--- src/rtl/rc_alloc_pkg.sv ---
package rc_alloc_pkg;

   typedef enum logic [1:0] {
      POL_ROTATE     = 2'b00,
      POL_LEAST      = 2'b01,
      POL_THRESH     = 2'b10,
      POL_ROTATE_ALT = 2'b11
   } alloc_pol_e;

endpackage

--- src/rtl/rc_map_table.sv ---
module rc_map_table #(
   parameter int NUM_REGS = 64,
   parameter int NUM_SETS = 4,
   localparam int REG_W   = $clog2(NUM_REGS),
   localparam int SET_W   = $clog2(NUM_SETS)
) (
   input  logic             clk,
   input  logic             rst_n,
   input  logic             wr_en,
   input  logic [REG_W-1:0] wr_reg,
   input  logic [SET_W-1:0] wr_set,
   input  logic             clr_en,
   input  logic [REG_W-1:0] clr_reg,
   input  logic [REG_W-1:0] rd_a_reg,
   output logic             rd_a_vld,
   output logic [SET_W-1:0] rd_a_set,
   input  logic [REG_W-1:0] rd_b_reg,
   output logic             rd_b_vld,
   output logic [SET_W-1:0] rd_b_set,
   input  logic [REG_W-1:0] rd_c_reg,
   output logic             rd_c_vld,
   output logic [SET_W-1:0] rd_c_set
);

   logic [NUM_REGS-1:0]            vld_q;
   logic [NUM_REGS-1:0][SET_W-1:0] set_q;

   for (genvar g = 0; g < NUM_REGS; g++) begin : g_entry
      always_ff @(posedge clk or negedge rst_n) begin
         if (!rst_n) begin
            vld_q[g] <= 1'b0;
            set_q[g] <= '0;
         end else if (wr_en && (wr_reg == REG_W'(g))) begin
            vld_q[g] <= 1'b1;
            set_q[g] <= wr_set;
         end else if (clr_en && (clr_reg == REG_W'(g))) begin
            vld_q[g] <= 1'b0;
         end
      end
   end

   assign rd_a_vld = vld_q[rd_a_reg];
   assign rd_a_set = set_q[rd_a_reg];
   assign rd_b_vld = vld_q[rd_b_reg];
   assign rd_b_set = set_q[rd_b_reg];
   assign rd_c_vld = vld_q[rd_c_reg];
   assign rd_c_set = set_q[rd_c_reg];

endmodule

--- src/rtl/rc_occupancy.sv ---
module rc_occupancy #(
   parameter int NUM_SETS = 4,
   parameter int CNT_W    = 7,
   localparam int SET_W   = $clog2(NUM_SETS)
) (
   input  logic                           clk,
   input  logic                           rst_n,
   input  logic                           inc_en,
   input  logic [SET_W-1:0]               inc_set,
   input  logic                           dec_en,
   input  logic [SET_W-1:0]               dec_set,
   output logic [NUM_SETS-1:0][CNT_W-1:0] occ_o,
   output logic [NUM_SETS-1:0][CNT_W-1:0] eff_o
);

   logic [NUM_SETS-1:0][CNT_W-1:0] occ_q;

   for (genvar g = 0; g < NUM_SETS; g++) begin : g_set
      logic dec_here;
      logic inc_here;
      assign dec_here = dec_en && (dec_set == SET_W'(g));
      assign inc_here = inc_en && (inc_set == SET_W'(g));
      // release is applied ahead of the allocation choice
      assign eff_o[g] = occ_q[g] - (dec_here ? CNT_W'(1) : CNT_W'(0));

      always_ff @(posedge clk or negedge rst_n) begin
         if (!rst_n) occ_q[g] <= '0;
         else        occ_q[g] <= eff_o[g] + (inc_here ? CNT_W'(1) : CNT_W'(0));
      end
   end

   assign occ_o = occ_q;

endmodule

--- src/rtl/rc_set_picker.sv ---
module rc_set_picker
   import rc_alloc_pkg::*;
#(
   parameter int NUM_SETS = 4,
   parameter int CNT_W    = 7,
   localparam int SET_W   = $clog2(NUM_SETS)
) (
   input  logic                           clk,
   input  logic                           rst_n,
   input  alloc_pol_e                     policy_i,
   input  logic [CNT_W-1:0]               thresh_i,
   input  logic [NUM_SETS-1:0][CNT_W-1:0] eff_i,
   input  logic                           adv_en,
   output logic [SET_W-1:0]               set_o
);

   logic [SET_W-1:0]    ptr_q;
   logic [NUM_SETS-1:0] below;
   logic [SET_W-1:0]    least_set;
   logic [CNT_W-1:0]    least_cnt;
   logic [SET_W-1:0]    thr_set;
   logic                thr_found;

   for (genvar g = 0; g < NUM_SETS; g++) begin : g_below
      assign below[g] = eff_i[g] < thresh_i;
   end

   // strict compare keeps the lowest index on ties
   always_comb begin
      least_set = '0;
      least_cnt = eff_i[0];
      for (int i = 1; i < NUM_SETS; i++) begin
         if (eff_i[i] < least_cnt) begin
            least_set = SET_W'(i);
            least_cnt = eff_i[i];
         end
      end
   end

   // scan upward from the pointer, wrapping through the power-of-two range
   always_comb begin
      thr_set   = ptr_q;
      thr_found = 1'b0;
      for (int i = 0; i < NUM_SETS; i++) begin
         logic [SET_W-1:0] idx;
         idx = ptr_q + SET_W'(i);
         if (!thr_found && below[idx]) begin
            thr_set   = idx;
            thr_found = 1'b1;
         end
      end
   end

   always_comb begin
      unique case (policy_i)
         POL_LEAST:  set_o = least_set;
         POL_THRESH: set_o = thr_set;
         default:    set_o = ptr_q;
      endcase
   end

   always_ff @(posedge clk or negedge rst_n) begin
      if (!rst_n)                                ptr_q <= '0;
      else if (adv_en && (policy_i != POL_LEAST)) ptr_q <= set_o + SET_W'(1);
   end

endmodule

--- src/rtl/rc_set_alloc.sv ---
module rc_set_alloc
   import rc_alloc_pkg::*;
#(
   parameter int NUM_REGS = 64,
   parameter int NUM_SETS = 4,
   localparam int REG_W   = $clog2(NUM_REGS),
   localparam int SET_W   = $clog2(NUM_SETS),
   localparam int CNT_W   = $clog2(NUM_REGS + 1)
) (
   input  logic             clk,
   input  logic             rst_n,
   input  logic [1:0]       policy_i,
   input  logic [CNT_W-1:0] thresh_i,
   input  logic             alloc_valid_i,
   input  logic [REG_W-1:0] alloc_reg_i,
   output logic [SET_W-1:0] alloc_set_o,
   input  logic             free_valid_i,
   input  logic [REG_W-1:0] free_reg_i,
   input  logic [REG_W-1:0] lookup_reg_i,
   output logic             lookup_hit_o,
   output logic [SET_W-1:0] lookup_set_o
);

   if (NUM_SETS < 2 || (NUM_SETS & (NUM_SETS - 1)) != 0) begin : g_bad_sets
      $error("rc_set_alloc: NUM_SETS must be a power of two of at least 2");
   end
   if (NUM_REGS < 2 || (NUM_REGS & (NUM_REGS - 1)) != 0) begin : g_bad_regs
      $error("rc_set_alloc: NUM_REGS must be a power of two of at least 2");
   end

   logic                           alloc_mapped;
   logic [SET_W-1:0]               alloc_old_set;
   logic                           free_mapped;
   logic [SET_W-1:0]               free_set;
   logic                           alloc_fire;
   logic                           free_fire;
   logic [NUM_SETS-1:0][CNT_W-1:0] occ;
   logic [NUM_SETS-1:0][CNT_W-1:0] eff;
   logic [SET_W-1:0]               pick;
   alloc_pol_e                     pol;

   assign pol        = alloc_pol_e'(policy_i);
   assign alloc_fire = alloc_valid_i && !alloc_mapped;
   assign free_fire  = free_valid_i && free_mapped;
   assign alloc_set_o = pick;

   rc_map_table #(
      .NUM_REGS (NUM_REGS),
      .NUM_SETS (NUM_SETS)
   ) u_map (
      .clk      (clk),
      .rst_n    (rst_n),
      .wr_en    (alloc_fire),
      .wr_reg   (alloc_reg_i),
      .wr_set   (pick),
      .clr_en   (free_fire),
      .clr_reg  (free_reg_i),
      .rd_a_reg (alloc_reg_i),
      .rd_a_vld (alloc_mapped),
      .rd_a_set (alloc_old_set),
      .rd_b_reg (free_reg_i),
      .rd_b_vld (free_mapped),
      .rd_b_set (free_set),
      .rd_c_reg (lookup_reg_i),
      .rd_c_vld (lookup_hit_o),
      .rd_c_set (lookup_set_o)
   );

   rc_occupancy #(
      .NUM_SETS (NUM_SETS),
      .CNT_W    (CNT_W)
   ) u_occ (
      .clk     (clk),
      .rst_n   (rst_n),
      .inc_en  (alloc_fire),
      .inc_set (pick),
      .dec_en  (free_fire),
      .dec_set (free_set),
      .occ_o   (occ),
      .eff_o   (eff)
   );

   rc_set_picker #(
      .NUM_SETS (NUM_SETS),
      .CNT_W    (CNT_W)
   ) u_pick (
      .clk      (clk),
      .rst_n    (rst_n),
      .policy_i (pol),
      .thresh_i (thresh_i),
      .eff_i    (eff),
      .adv_en   (alloc_fire),
      .set_o    (pick)
   );

   // the old set of a re-allocated register is deliberately not used
   logic unused_old;
   assign unused_old = ^alloc_old_set;

endmodule

--- config.mk ---
export PLATFORM = sky130hd
export DESIGN_NAME = rc_set_alloc
export DESIGN_NICKNAME = d
export VERILOG_FILES = /design/src/rtl/rc_alloc_pkg.sv /design/src/rtl/rc_map_table.sv /design/src/rtl/rc_occupancy.sv /design/src/rtl/rc_set_picker.sv /design/src/rtl/rc_set_alloc.sv
export SDC_FILE = /design/constraint.sdc
export NUM_CORES = 1
export LEC_CHECK = 0
export ABC_AREA = 0
export BUFFER_PORTS_ARGS = -buffer_cell sky130_fd_sc_hd__buf_2
export CAP_MARGIN = 20
export CORE_MARGIN = 8
export CORE_UTILIZATION = 66
export CTS_BUF_LIST = sky130_fd_sc_hd__clkbuf_8
export CTS_CLUSTER_SIZE = 16
export DETAILED_ROUTE_END_ITERATION = 10
export PLACE_DENSITY = 0.83
export SYNTH_ARGS = -nofsm -noshare
export SYNTH_HDL_FRONTEND = slang
export SYNTH_HIERARCHICAL = 1
export SYNTH_SLANG_ARGS = --single-unit
--- constraint.sdc ---
create_clock -name clk -period 11.65 [get_ports clk]
set_input_delay 1.165 -clock clk [delete_from_list [all_inputs] [get_ports clk]]
set_output_delay 1.165 -clock clk [all_outputs]
set_load 0.01 [all_outputs]
==> flow_summary.toml <==
[floorplan]
die_w_um = 166
fp.coreArea_um2 = 22400
rows = 55
start_util = 0.666
dieArea_um2 = 27700
io_pins = 36
fp.dieH_um = 166

[timing]
period_minus_slack_ns = 10.92
final-setup-viol-count = 0
worst_slew_pin_slew_ns = 0.947
clock.fmax_mhz = 91.6
report.final.hold_viol_count = 0
fin_skew_ns = 0.0401
final.period_utilization = 0.937
setup_slack_ns = 0.733
relSlewSlack = 0.369
setup_tns_ns = 0
grt_setup_unrepaired = "false"
final_max_slew_viol_count = 0

[critical_path]
slowest_stage = "buf_2"
cp_common_cell = "ha_1"
r2r-start = "u_map/set_q[3]$_DFFE_PN0P_"
required_ns = 10.49
worstPathArrival_ns = 9.75
rrSetupSlack_ns = 1.90
worstRegToRegCells = 35
path_class = "input port to output pin"
critPathMaxStageDelay_ns = 0.65
cp-end-kind = "output pin"
worst_setup_path_start_kind = "input port"
crit_start = "free_reg_i[1]"
rr_endpoint = "u_occ/occ_o[27]$_DFF_PN0_"
path_max_fanout = 30

[yosys]
netlist_instances = 1311
syn_area_per_cell_um2 = 11.4
syn_area_um2 = 14900
syn-num-nets = 1402
ys_warn_count = 6

[placement]
place_hpwl_mm = 28.9
dpl_cell_area_um2 = 15100
routabilityCongestion = 0.968
pre_cts_slack_ns = 0.515
io_buffers = 35

[final_layout]
multi_input_area_um2 = 8730
num-fill-cells = 1536
drive_above_1_share = 0.274
seq_area_um2 = 5560
n_antenna_cell = 0
design_area_um2 = 15900
area_growth_pct = 6.51
fin_nets = 1404

[grt]
antenna_found_initial = 0
gr-total-overflow = 0
grt_first_pass_wirelength_mm = 64.9
grt_max_degree = 79
grt.total_usage = 0.296
grt_pass1_vias = 11600

[clocking]
root_buffer = "clkbuf_8"
cts_setup_buffers = 0
clkTransAtPathRegs_ns = 0.06
cts_inserted_buffers = 40
cts_tree = "yes"
clkLatencyLatePin_ns = 0.56
clock_path_buffers = 3
htree_levels = 2
cts_sinks = 222

[routing]
dr.first_iter.drc_count = 1653
num_vias = 11700
drt_wl_total_mm = 41.8
ant_nets = 0
drc_errors = 0
wl_per_cell_um = 25.7
via_per_inst = 7.18
drt-pass1-iter-count = 6

[min_path]
hold_path_depth = 1
holdCritStartpoint = "u_occ/occ_o[20]$_DFF_PN0_"
hold_end = "u_occ/occ_o[20]$_DFF_PN0_"
hold_path_class = "register to register"

[power_and_ir_drop]
p_leak_nw = 7.34
power.density_nw_per_um2 = 228
vdd_drop_max_uv = 169

[status]
status = "completed"

[flow_run]
max_cap_viol_count = 0
[metal layers]
| metal | wire length [µm] | share of wire | GRT usage | vias up |
|---|---|---|---|---|
| met1 | 16200 | 0.39 | 0.395 | 5758 |
| li1 | - | - | - | 4911 |
| met3 | 5600 | 0.13 | 0.105 | 159 |
| met5 | 0 | 0 | 0 | - |
| met4 | 1590 | 0.038 | 0.123 | 0 |
| met2 | 18400 | 0.44 | 0.436 | 842 |
[placed cells by master, fill, tap and decap left out, drive strengths merged, types with 24 or more instances in the layout]
master	instances
inv	52
ha	60
nand3	35
mux2	141
nor2	66
nand2	140
buf	48
clkbuf	51
o21ai	114
dfrtp	222
mux4	110
a21oi	24
[power by group]
group / switching [mW] / internal [mW]
registers: 0.240 / 1.03
clock network: 0.329 / 0.417
logic: 0.890 / 0.731
[worst max path at each step]
stage                                           end  slack [ns]  depth (start not counted)
after floorplan           u_occ/occ_o[20]$_DFF_PN0_        2.09                         41
after global placement    u_occ/occ_o[25]$_DFF_PN0_        0.67                         37
after detailed placement  u_occ/occ_o[25]$_DFF_PN0_        0.52                         36
after CTS                            alloc_set_o[1]        0.72                         31
after global routing                 alloc_set_o[0]        0.14                         32
final                                alloc_set_o[1]        0.73                         34
[registers in the layout (all words and copies together) (netlist names)]
name,count
u_occ/occ_o,28
u_map/vld_q,64
u_map/set_q,128
u_pick/ptr_q,2
[final cells by class]
type | instances | area share
multi-input cells | 961 | 0.548
clock inverters | 19 | 0.00755
clock buffers | 51 | 0.0441
inverters | 40 | 0.00943
well taps | 285 | 0.0224
flip-flops and latches | 222 | 0.349
repair buffers | 48 | 0.0193
[stage by stage]
step | std cells | util | hold WS, ns | total power, mW
3_5_place_dp | 1555 | 0.673 | 0.476 | 2.85
4_1_cts | 1625 | 0.709 | 0.488 | 3.61
6_report | 1626 | 0.710 | 0.485 | 3.64
3_3_place_gp | 1555 | 0.673 | 0.475 | 2.77
2_1_floorplan | 1311 | - | 0.461 | 2.43
5_1_grt | 1626 | 0.710 | 0.502 | 3.85
[worst max-delay path: cells and delay by family]
family                   cells  cell delay (ns)
buffers and inverters        3             1.08
multiplexers                 1             0.27
AO/OA/AOI/OAI               13             3.89
AND/OR/NAND/NOR             11             1.60
XOR/XNOR                     1             0.32
adder cells (fa/ha/maj)      5             1.41
[timing repair]
item                                    CTS  global route
resized for setup                         0             1
endpoints found under the setup margin    0             2
hold buffers                              0             0
endpoints found under the hold margin     0             0
No activity file was read; power rests on OpenSTA's default activity.
